--- src/rtl/psram_burst_rd.sv ---
module psram_burst_rd #(
  parameter int ADDR_W     = 22,
  parameter int DATA_W     = 16,
  parameter int LEN_W      = 16,
  parameter int CEM_CYCLES = 40,
  localparam int CEL_W     = $clog2(CEM_CYCLES + 1)
) (
  input  logic              clk,
  input  logic              rst_n,
  input  logic [2:0]        lat_code,
  input  logic              req_valid,
  output logic              req_ready,
  input  logic [ADDR_W-1:0] req_addr,
  input  logic [LEN_W-1:0]  req_len,
  output logic              rd_valid,
  input  logic              rd_ready,
  output logic [DATA_W-1:0] rd_data,
  output logic              xfer_err,
  output logic              mem_clk,
  output logic              mem_ce_n,
  output logic              mem_adv_n,
  output logic              mem_oe_n,
  output logic              mem_we_n,
  output logic              mem_lb_n,
  output logic              mem_ub_n,
  output logic [ADDR_W-1:0] mem_addr,
  input  logic [DATA_W-1:0] mem_dq,
  input  logic              mem_wait_n
);

  typedef enum logic [2:0] {S_IDLE, S_GAP, S_ADV, S_LAT, S_DATA} st_t;

  localparam logic [ADDR_W-1:0] A_ONE = 1;
  localparam logic [LEN_W-1:0]  L_ONE = 1;
  localparam logic [CEL_W-1:0]  C_ONE = 1;
  localparam logic [CEL_W-1:0]  C_LIM = CEL_W'(CEM_CYCLES - 1);

  st_t               st;
  logic [ADDR_W-1:0] cur_addr;
  logic [LEN_W-1:0]  remain;
  logic [2:0]        lat_cnt;
  logic [CEL_W-1:0]  cel_cnt;
  logic [3:0]        wcnt;
  logic              err_q;
  logic [DATA_W-1:0] buf_q [2];
  logic              wp, rp;
  logic [1:0]        cnt, cnt_nxt;
  logic              cap, pop, last, cem_hit, wd_hit, full_hit;

  assign mem_clk   = clk;
  assign mem_ce_n  = !(st == S_ADV || st == S_LAT || st == S_DATA);
  assign mem_adv_n = (st != S_ADV);
  assign mem_oe_n  = !(st == S_LAT || st == S_DATA);
  assign mem_we_n  = 1'b1;
  assign mem_lb_n  = 1'b0;
  assign mem_ub_n  = 1'b0;
  assign mem_addr  = cur_addr;
  assign req_ready = (st == S_IDLE);
  assign xfer_err  = err_q;

  assign rd_valid = (cnt != 2'd0);
  assign rd_data  = buf_q[rp];
  assign pop      = rd_valid && rd_ready;
  assign cap      = (st == S_DATA) && mem_wait_n;
  assign cnt_nxt  = cnt + {1'b0, cap} - {1'b0, pop};
  assign last     = cap && (remain == L_ONE);
  assign cem_hit  = (cel_cnt == C_LIM);
  assign wd_hit   = (st == S_DATA) && !mem_wait_n && (wcnt == {lat_code, 1'b0});
  assign full_hit = cap && (cnt_nxt == 2'd2);

  always_ff @(posedge clk or negedge rst_n) begin
    if (!rst_n) begin
      st       <= S_IDLE;
      cur_addr <= '0;
      remain   <= '0;
      lat_cnt  <= '0;
      err_q    <= 1'b0;
    end else begin
      case (st)
        S_IDLE: if (req_valid) begin
          cur_addr <= req_addr;
          remain   <= req_len;
          err_q    <= 1'b0;
          if (req_len != '0) st <= S_ADV;
        end
        S_GAP: if (cnt_nxt != 2'd2) st <= S_ADV;
        S_ADV: begin
          lat_cnt <= lat_code;
          st      <= (lat_code == 3'd0) ? S_DATA : S_LAT;
        end
        S_LAT: begin
          lat_cnt <= lat_cnt - 3'd1;
          if (cem_hit)               st <= S_GAP;
          else if (lat_cnt == 3'd1)  st <= S_DATA;
        end
        S_DATA: begin
          if (cap) begin
            cur_addr <= cur_addr + A_ONE;
            remain   <= remain - L_ONE;
          end
          if (last) st <= S_IDLE;
          else if (wd_hit) begin
            err_q <= 1'b1;
            st    <= S_IDLE;
          end else if (cem_hit || full_hit) st <= S_GAP;
        end
        default: st <= S_IDLE;
      endcase
    end
  end

  always_ff @(posedge clk or negedge rst_n) begin
    if (!rst_n) begin
      cel_cnt <= '0;
      wcnt    <= '0;
    end else begin
      cel_cnt <= mem_ce_n ? '0 : cel_cnt + C_ONE;
      wcnt    <= ((st == S_DATA) && !mem_wait_n) ? wcnt + 4'd1 : 4'd0;
    end
  end

  always_ff @(posedge clk or negedge rst_n) begin
    if (!rst_n) begin
      wp  <= 1'b0;
      rp  <= 1'b0;
      cnt <= 2'd0;
    end else begin
      if (cap) wp <= ~wp;
      if (pop) rp <= ~rp;
      cnt <= cnt_nxt;
    end
  end

  always_ff @(posedge clk) begin
    if (cap) buf_q[wp] <= mem_dq;
  end

  p_adv_one_cycle_r2: assert property (@(posedge clk) disable iff (!rst_n)
    !mem_adv_n |=> mem_adv_n);
  p_adv_with_ce_r2: assert property (@(posedge clk) disable iff (!rst_n)
    !mem_adv_n |-> (!mem_ce_n && mem_oe_n));
  p_oe_after_adv_r2: assert property (@(posedge clk) disable iff (!rst_n)
    !mem_adv_n |=> (mem_ce_n || !mem_oe_n));
  p_open_with_adv_r7: assert property (@(posedge clk) disable iff (!rst_n)
    $fell(mem_ce_n) |-> !mem_adv_n);
  p_no_overflow_r9: assert property (@(posedge clk) disable iff (!rst_n)
    cap |-> (cnt != 2'd2));
  p_hold_word_r8: assert property (@(posedge clk) disable iff (!rst_n)
    (rd_valid && !rd_ready) |=> (rd_valid && $stable(rd_data)));
  p_err_idle_r6: assert property (@(posedge clk) disable iff (!rst_n)
    $rose(xfer_err) |-> (mem_ce_n && req_ready));
  p_busy_r12: assert property (@(posedge clk) disable iff (!rst_n)
    !mem_ce_n |-> !req_ready);

endmodule

--- config.mk ---
export PLATFORM = sky130hd
export DESIGN_NAME = psram_burst_rd
export DESIGN_NICKNAME = d
export VERILOG_FILES = /design/src/rtl/psram_burst_rd.sv
export SDC_FILE = /design/constraint.sdc
export NUM_CORES = 1
export LEC_CHECK = 0
export CAP_MARGIN = 20
export CORE_MARGIN = 1
export CORE_UTILIZATION = 45
export DETAILED_ROUTE_END_ITERATION = 7
export GPL_TIMING_DRIVEN = 0
export PLACE_DENSITY_LB_ADDON = 0.12
export SKIP_CTS_REPAIR_TIMING = 1
export SLEW_MARGIN = 5
export SYNTH_ARGS = -nofsm -noshare
export SYNTH_HDL_FRONTEND = slang
export SYNTH_SLANG_ARGS = --single-unit
export TNS_END_PERCENT = 30
--- constraint.sdc ---
create_clock -name clk -period 3.1 [get_ports clk]
set_clock_uncertainty 0.1 [all_clocks]
set_input_delay 0.465 -clock clk [delete_from_list [all_inputs] [get_ports clk]]
set_output_delay 0.465 -clock clk [all_outputs]
set_load 0.02 [all_outputs]
==> flow_summary.ini, run 1 <==
[synthesis]
ys_top_cells_by_area = dfrtp_1 31%, edfxtp_1 20%, a21oi_1 4.5%
ys_ff_latch = 91
synthArstFlopShare_pct = 64.8
netlist.area_leader.share_pct = 31.1
syn_avg_cell_area_um2 = 10.1
ys_seq_area_share_pct = 51.3
synth-warning-count = 0
synth_enable_flop_cells = 32
synth_largest_area_cell = dfrtp_1
yosys_most_used_dff = dfrtp_1
netlist_instances = 469
yosys.cell_types.count = 55
syn-cell-area_mm2 = 0.00475

[power]
p_sw_share_pct = 41.5
vdd_drop_max_uv = 399
p_per_area_mw_per_mm2 = 873
internal_power_w = 0.00318
power.switching_w = 0.00226
sequentialPowerShare_pct = 36.7
combPwrFrac_pct = 46.8
pwr-share-clk_pct = 16.4
power_w = 0.00544
p_leak_nw = 2.33

[die]
num_rows = 37
die_y_um = 105
start_util_pct = 46.2
die_w_um = 105
die_area_mm2 = 0.0110
core_mm2 = 0.0103
ios = 110

[drt]
drc = 0
ant_nets = 0
via_per_inst = 5.74
wl_mm = 12.7
drt_pass1_iterations = 5
post_drt_wl_per_cell_um = 17.4
vias = 4194
drt_iter0_markers = 239

[sta]
fin_ws_ns = 0.116
fmax_ghz = 0.335
period_minus_slack_ns = 2.98
slew_headroom_pct = 45.8
rsz0062_at_grt = true
setup_viol = 0
tightestPinTransition_ns = 0.808
finalCritPeriodShare_pct = 96.3
whs_ns = -0.0210
maxSlewViolCount = 0
hold_viol_final = 10

[place]
io_buffers = 106
place_congestion = 0.849
dp_hpwl_mm = 8.94
place_ws_ns = -0.267

[worst_setup_path]
cp_slowest_cell = clkdlybuf4s50_1
crit_type = reg -> out
cp.arrival_ns = 2.42
cp_cell_sequence = clkbuf_1 -> clkbuf_2 -> mux2_2 -> clkdlybuf4s50_1
critPathMaxStageDelay_ns = 0.55
timing.rr.start = st[0]$_DFFE_PN0P_
critPathLaunchType = flop
critPathRequiredTime_ns = 2.53
cp_max_fo = 10
crit_family = buffers and inverters
end_kind = output port
startpoint = rp$_DFFE_PN0P_
cp_num_buf_inv = 3

[layout]
final_core_util_pct = 60.7
multi_input_area_mm2 = 0.00214
regArea_mm2 = 0.00244
area_growth_pct = 31.3
mostFrequentLayoutCells = 104 x clkdlybuf4s50_1, 59 x dfrtp_1, 43 x a21oi_1
antenna_cells = 0
n_fill_cell = 894
final_nets = 661
final_common_cell = clkdlybuf4s50_1
drive_gt1_share_pct = 10.8

[clock_network]
clk_pin_slew_worst_paths_ns = 0.09
clkLatencyLatePin_ns = 0.46
tritoncts = done

[global_route]
grt_usage_pct = 23.8
grt_pass1_wl_mm = 20.4
antenna_found_initial = 0
overflow = 0
grt_pass1_vias = 4100
grt_max_degree = 60

[worst_hold_path]
min_path_type = in -> async

[flow_run]
maxCapViolations = 0

[status]
outcome = finished with violations
failed_checks = hold timing
==> sequential cells by signal (all words and copies together), names as in the netlist, 2 cells and up <==
signal / count
mem_addr: 22
st: 3
cnt: 2
remain: 16
lat_cnt: 3
wcnt: 4
buf_q: 32
cel_cnt: 6
==> Yosys cell counts (all sizes together), types with 4 or more instances <==
master,number
buf,11
a2bb2oi,15
nand3,25
nand2b,8
nor3,16
o22ai,14
mux2,16
ha,9
a21oi,43
and2,4
o21a,5
nor2,32
dfrtp,59
clkbuf,24
xor2,8
nand2,39
edfxtp,32
o21ai,27
and3,5
and4,4
inv,7
xnor2,5
nand4,10
nor4,9
==> final timing paths <==
kind | to | slack [ns] | depth (start not counted)
worst max register to register | st[0]$_DFFE_PN0P_ | 0.19 | 14
min in group clk | cel_cnt[0]$_DFF_PN0_ | 0.37 | 1
max in group asynchronous | remain[2]$_DFFE_PN0P_ | 2.40 | 1
worst min register to register | cel_cnt[0]$_DFF_PN0_ | 0.37 | 1
worst max-delay path | rd_data[6] | 0.12 | 4
worst min-delay path | mem_addr[9]$_DFFE_PN0P_ | -0.02 | 1
==> stage by stage <==
stage               cells  TNS (ns)  area (µm²)
floorplan             470         0        4750
global placement      712    -41.75        5980
detailed placement    712    -0.664        5980
CTS                   731     -1.88        6200
global route          731   -0.0478        6240
finish                731         0        6240
==> kinds of logic (layout without fill, tap and decap cells) <==
family	count (synthesis)	count (layout)	share of synthesized area (%)
other	2	3	0.158
XOR/XNOR	13	13	2.40
AO/OA/AOI/OAI	124	124	16.2
buffers and inverters	42	167	4.01
flip-flops	91	91	51.3
adder cells (fa/ha/maj)	9	9	2.37
multiplexers	19	19	4.43
AND/OR/NAND/NOR	169	169	19.2
==> cell type report <==
type                       instances  area share [%]
sequential                        91            39.1
multi-input combinational        337            34.3
timing repair buffer             105            16.9
buffer                            35            2.97
clock buffer                      13            2.81
tap                              136            2.73
clock inverter                     7           0.823
inverter                           7           0.421
==> power by group through the flow <==
stage / Combinational (W) / Clock [W] / Sequential (W)
3_5_place_dp: 0.00252 / 0.0000612 / 0.00200
6_report: 0.00255 / 0.000895 / 0.00200
5_1_grt: 0.00276 / 0.000968 / 0.00205
3_3_place_gp: 0.00247 / 0.0000612 / 0.00198
4_1_cts: 0.00253 / 0.000915 / 0.00198
2_1_floorplan: 0.00142 / 0.0000377 / 0.00209
==> layer usage <==
| layer | routed length [µm] | global-route usage [%] |
|---|---|---|
| met2 | 6210 | 39.7 |
| met1 | 5550 | 30.6 |
| met5 | 0 | 0 |
| met3 | 751 | 4.18 |
| met4 | 215 | 9.56 |
==> worst reg2reg max path, delay by kind of cell, from the launching register on <==
| kind | cells | cell delay [ns] |
|---|---|---|
| AO/OA/AOI/OAI | 2 | 0.31 |
| AND/OR/NAND/NOR | 4 | 0.67 |
| buffers and inverters | 4 | 0.58 |
| XOR/XNOR | 2 | 0.30 |
| adder cells (fa/ha/maj) | 2 | 0.50 |
| flip-flops | 1 | 0.36 |
Power figures use the tool's default switching activity.
==> inputs of run 2 (changes only) <==
--- a/config.mk
+++ b/config.mk
@@ -6,11 +6,12 @@
 export NUM_CORES = 1
 export LEC_CHECK = 0
 export CAP_MARGIN = 20
+export CORE_ASPECT_RATIO = 1.25
 export CORE_MARGIN = 1
 export CORE_UTILIZATION = 45
 export DETAILED_ROUTE_END_ITERATION = 7
 export GPL_TIMING_DRIVEN = 0
-export PLACE_DENSITY_LB_ADDON = 0.12
+export PLACE_DENSITY = 0.79
 export SKIP_CTS_REPAIR_TIMING = 1
 export SLEW_MARGIN = 5
 export SYNTH_ARGS = -nofsm -noshare
==> flow_summary.ini, run 2 (same netlist as run 1, synthesis figures left out) <==
[status]
outcome = finished with violations
failed_checks = DRC, hold timing

[power]
p_leak_nw = 2.40
internal_power_w = 0.00353
pwr-share-clk_pct = 22.2
power_w = 0.00584
sequentialPowerShare_pct = 34.3
combPwrFrac_pct = 43.5
p_sw_share_pct = 39.7
vdd_drop_max_uv = 488
power.switching_w = 0.00232
p_per_area_mw_per_mm2 = 918

[drt]
drc = 2
drt_iter0_markers = 345
post_drt_wl_per_cell_um = 17.9
via_per_inst = 5.93
wl_met2_mm = 6.56
vias = 4297
ant_nets = 0
dr_wl_met3_mm = 1.06
met1_length_mm = 4.93
routed.top_layer = met4
wl_mm = 13.0
drt_pass1_iterations = 8

[layout]
final_nets = 662
antenna_cells = 0
mostFrequentLayoutCells = 104 x clkdlybuf4s50_1, 59 x dfrtp_1, 43 x a21oi_1
area_growth_pct = 34.0
final_core_util_pct = 62.7
final_common_cell = clkdlybuf4s50_1
largest_register_ffs = 32
top_register = buf_q
drive_gt1_share_pct = 10.6
n_fill_cell = 841

[worst_setup_path]
crit_type = clk -> out
cp_slowest_cell = clkdlybuf4s50_1
cp_num_buf_inv = 4
crit_family = buffers and inverters
worstRegToRegCells = 14
cp_cell_sequence = clkbuf_16 -> clkbuf_16 -> buf_4 -> clkdlybuf4s50_1
cp_max_fo = 2
critPathRequiredTime_ns = 2.53
path_common_cell = clkbuf_16
critPathMaxStageDelay_ns = 0.53
critPathLaunchType = clock port
end_kind = output port
r2r_setup_slack_ns = 0.17
cp.arrival_ns = 2.43
worstSetupPathDepth = 4

[global_route]
grt_pass1_vias = 4357
overflow = 0
grt_max_degree = 60
grt_usage_pct = 25.3
grt_pass1_wl_mm = 21.0
antenna_found_initial = 0

[worst_hold_path]
min_path_type = in -> async

[flow_run]
maxCapViolations = 0

[die]
core_mm2 = 0.0102
start_util_pct = 46.7
ios = 110
die_y_um = 117
die_w_um = 93.9
num_rows = 41
die_area_mm2 = 0.0110

[sta]
setup_viol = 0
rsz0062_at_grt = true
hold_viol_final = 17
tightestPinTransition_ns = 0.783
slew_headroom_pct = 47.8
maxSlewViolCount = 0
whs_ns = -0.0222

[clock_network]
clk_pin_slew_worst_paths_ns = 0.06
clkLatencyLatePin_ns = 0.45
tritoncts = done

[place]
place_congestion = 0.899
dp_hpwl_mm = 9.25
io_buffers = 106
-- run 2: changes by cell type in the layout (fill, tap and decap cells not counted) --
cell        change
clkbuf_4        +1
clkbuf_16      +12
nor2_4          -1
clkbuf_8       -12
inv_8           +1
clkinv_2        -1
clkbuf_1        +1
clkinvlp_4      -1
nor2_1          +1
-- run 2: cell type report --
type                       instances  area [µm²]  share of cell area (%)
sequential                        91        2440                    38.3
clock buffer                      14         314                    4.93
inverter                           7        26.3                   0.413
tap                              129         161                    2.54
clock inverter                     6        50.0                   0.786
timing repair buffer             106        1060                    16.6
multi-input combinational        337        2130                    33.5
buffer                            35         185                    2.91
-- run 2: path summary, 6_finish.rpt --
path	from	end
max	clk	mem_clk
min	rst_n	cel_cnt[3]$_DFF_PN0_
max reg2reg	st[0]$_DFFE_PN0P_	st[0]$_DFFE_PN0P_
min reg2reg	cel_cnt[0]$_DFF_PN0_	cel_cnt[0]$_DFF_PN0_
max in group asynchronous	rst_n	wcnt[1]$_DFF_PN0_
min in group clk	cel_cnt[0]$_DFF_PN0_	cel_cnt[0]$_DFF_PN0_
-- run 2: power groups by stage --
stage	Combinational (W)	Clock [W]	Sequential [W]
after floorplan	0.00142	0.0000377	0.00209
after global placement	0.00244	0.0000612	0.00199
after detailed placement	0.00251	0.0000612	0.00201
after CTS	0.00253	0.00131	0.00199
after global routing	0.00275	0.00137	0.00206
final	0.00254	0.00130	0.00201
-- run 2: per-stage QoR --
stage | cells | setup slack, ns | setup TNS, ns | cell area (µm²)
after global routing | 725 | -0.000165 | -0.000165 | 6360
after CTS | 725 | -0.340 | -1.60 | 6330
after global placement | 705 | -0.526 | -34.08 | 5970
final | 725 | 0.100 | 0 | 6360
after detailed placement | 706 | -0.321 | -0.846 | 5980
after floorplan | 470 | 0.236 | 0 | 4750
-- run 2: layer usage --
layer / track usage [%] / vias to the layer above
met5: 0 / -
met4: 16.7 / 0
met3: 4.97 / 38
met2: 42.8 / 213
met1: 29.2 / 2066
li1: - / 1980
==> inputs of run 3 (changes only) <==
--- a/config.mk
+++ b/config.mk
@@ -7,11 +7,12 @@
 export LEC_CHECK = 0
 export CAP_MARGIN = 20
 export CORE_ASPECT_RATIO = 1.25
-export CORE_MARGIN = 1
+export CORE_MARGIN = 4
 export CORE_UTILIZATION = 45
 export DETAILED_ROUTE_END_ITERATION = 7
+export DONT_BUFFER_PORTS = 1
 export GPL_TIMING_DRIVEN = 0
-export PLACE_DENSITY = 0.79
+export PLACE_DENSITY = 0.66
 export SKIP_CTS_REPAIR_TIMING = 1
 export SLEW_MARGIN = 5
 export SYNTH_ARGS = -nofsm -noshare
==> flow_summary.ini, run 3 (same netlist as run 1, synthesis figures left out) <==
[status]
outcome = finished clean

[layout]
top_register = buf_q
final_nets = 573
drive_gt1_share_pct = 11.8
largest_register_ffs = 32
final_core_util_pct = 53.8
final_common_cell = dfrtp_1
mostFrequentLayoutCells = 59 x dfrtp_1, 43 x a21oi_1, 39 x nand2_1
fin_area_mm2 = 0.00550
area_growth_pct = 15.7

[worst_setup_path]
cp_slowest_cell = dfrtp_1
cp.arrival_ns = 3.20
cp_max_fo = 10
crit_family = simple AND/OR/NAND/NOR gates
cp_num_buf_inv = 4
end_kind = flop
critPathRequiredTime_ns = 3.37
cp_cell_sequence = buf_2 -> nor2_4 -> and2_1 -> clkbuf_4 -> buf_6 -> nand2_1 -> ha_1 -> inv_1 -> ha_1 -> xor2_1 -> xnor2_1 -> or2_2 -> o31a_1 -> o221ai_1
path_common_cell = ha_1
crit_type = reg -> reg
critPathMaxStageDelay_ns = 0.35
critPathLaunchType = flop

[global_route]
grt_pass1_wl_mm = 19.8
antenna_found_initial = 1
grt_max_degree = 60
grt_pass1_vias = 3868
grt_usage_pct = 21.0
overflow = 0

[clock_network]
clkLatencyLatePin_ns = 0.45
clk_pin_slew_worst_paths_ns = 0.07
tritoncts = done

[power]
pwr-share-clk_pct = 24.1
p_leak_nw = 2.05
combPwrFrac_pct = 34.5
sequentialPowerShare_pct = 41.4
power.switching_w = 0.00223
p_sw_share_pct = 42.1
internal_power_w = 0.00306
p_per_area_mw_per_mm2 = 963
vdd_drop_max_uv = 431

[die]
die_w_um = 99.9
num_rows = 41
core_mm2 = 0.0102
ios = 110
die_area_mm2 = 0.0123
start_util_pct = 46.5
die_y_um = 123

[place]
dp_hpwl_mm = 8.91
place_congestion = 0.851
dpl_cell_area_mm2 = 0.00492
place_ws_ns = -0.313
io_buffers = 0

[drt]
via_per_inst = 6.03
drc = 0
vias = 3841
post_drt_wl_per_cell_um = 19.7
ant_nets = 0
wl_mm = 12.5
drt_iter0_markers = 171
drt_pass1_iterations = 4

[sta]
fin_ws_ns = 0.164
period_minus_slack_ns = 2.94
maxSlewViolCount = 0
setup_viol = 0
rsz0062_at_grt = false
slew_headroom_pct = 43.7
fmax_ghz = 0.341
tightestPinTransition_ns = 0.843
finalCritPeriodShare_pct = 94.7
hold_viol_final = 0

[worst_hold_path]
min_path_type = in -> reg

[flow_run]
maxCapViolations = 0
==> run 3: final cells by class <==
| type | instances | area [µm²] |
|---|---|---|
| fillers | 941 | 4710 |
| repair buffers | 18 | 198 |
| flip-flops and latches | 91 | 2440 |
| diodes | 1 | 2.50 |
| plain buffers | 35 | 174 |
| multi-input cells | 337 | 2130 |
| well taps | 129 | 161 |
| clock inverters | 7 | 61.3 |
| inverters | 7 | 26.3 |
| clock buffers | 12 | 300 |
==> run 3: path summary, 6_finish.rpt <==
check | cells past startpoint | end | slack [ns] | start
max | 14 | st[0]$_DFFE_PN0P_ | 0.16 | st[0]$_DFFE_PN0P_
min | 2 | mem_addr[0]$_DFFE_PN0P_ | 0.04 | req_addr[0]
max reg2reg | 14 | st[0]$_DFFE_PN0P_ | 0.16 | st[0]$_DFFE_PN0P_
min reg2reg | 1 | cel_cnt[0]$_DFF_PN0_ | 0.36 | cel_cnt[0]$_DFF_PN0_
max in group asynchronous | 2 | remain[7]$_DFFE_PN0P_ | 2.21 | rst_n
min in group asynchronous | 2 | lat_cnt[1]$_DFFE_PN0P_ | 0.45 | rst_n
==> run 3: per-stage QoR <==
step                TNS, ns  power, W  cells  hold WS, ns
detailed placement   -0.811   0.00401    599       0.0717
CTS                  -0.892   0.00527    618       -0.409
global placement      -4.08   0.00395    599       0.0718
finish                    0   0.00529    637       0.0412
floorplan                 0   0.00355    470       0.0694
global route              0   0.00564    637       0.0536
==> run 3: power groups by stage <==
| stage | registers, W | logic [W] | clock network, W |
|---|---|---|---|
| after CTS | 0.00218 | 0.00178 | 0.00131 |
| after global placement | 0.00219 | 0.00172 | 0.0000377 |
| after global routing | 0.00225 | 0.00202 | 0.00137 |
| final | 0.00219 | 0.00182 | 0.00128 |
| after detailed placement | 0.00220 | 0.00177 | 0.0000377 |
| after floorplan | 0.00209 | 0.00142 | 0.0000377 |
==> run 3: worst reg2reg max path, cell delays in order (launching register included) <==
cell	delay, ns
dfrtp_1	0.35
buf_2	0.19
nor2_4	0.12
and2_1	0.13
clkbuf_4	0.18
buf_6	0.17
nand2_1	0.13
ha_1	0.33
inv_1	0.04
ha_1	0.17
xor2_1	0.15
xnor2_1	0.15
or2_2	0.31
o31a_1	0.25
o221ai_1	0.07
==> run 3: layer usage <==
metal / part of all wire, % / routed length [µm] / vias up / global-route usage (%)
li1: - / - / 1802 / -
met1: 38 / 4750 / 1860 / 23.7
met4: 2.5 / 318 / 0 / 9.65
met3: 9.1 / 1140 / 24 / 8.24
met2: 50 / 6330 / 155 / 34.9
met5: 0 / 0 / - / 0
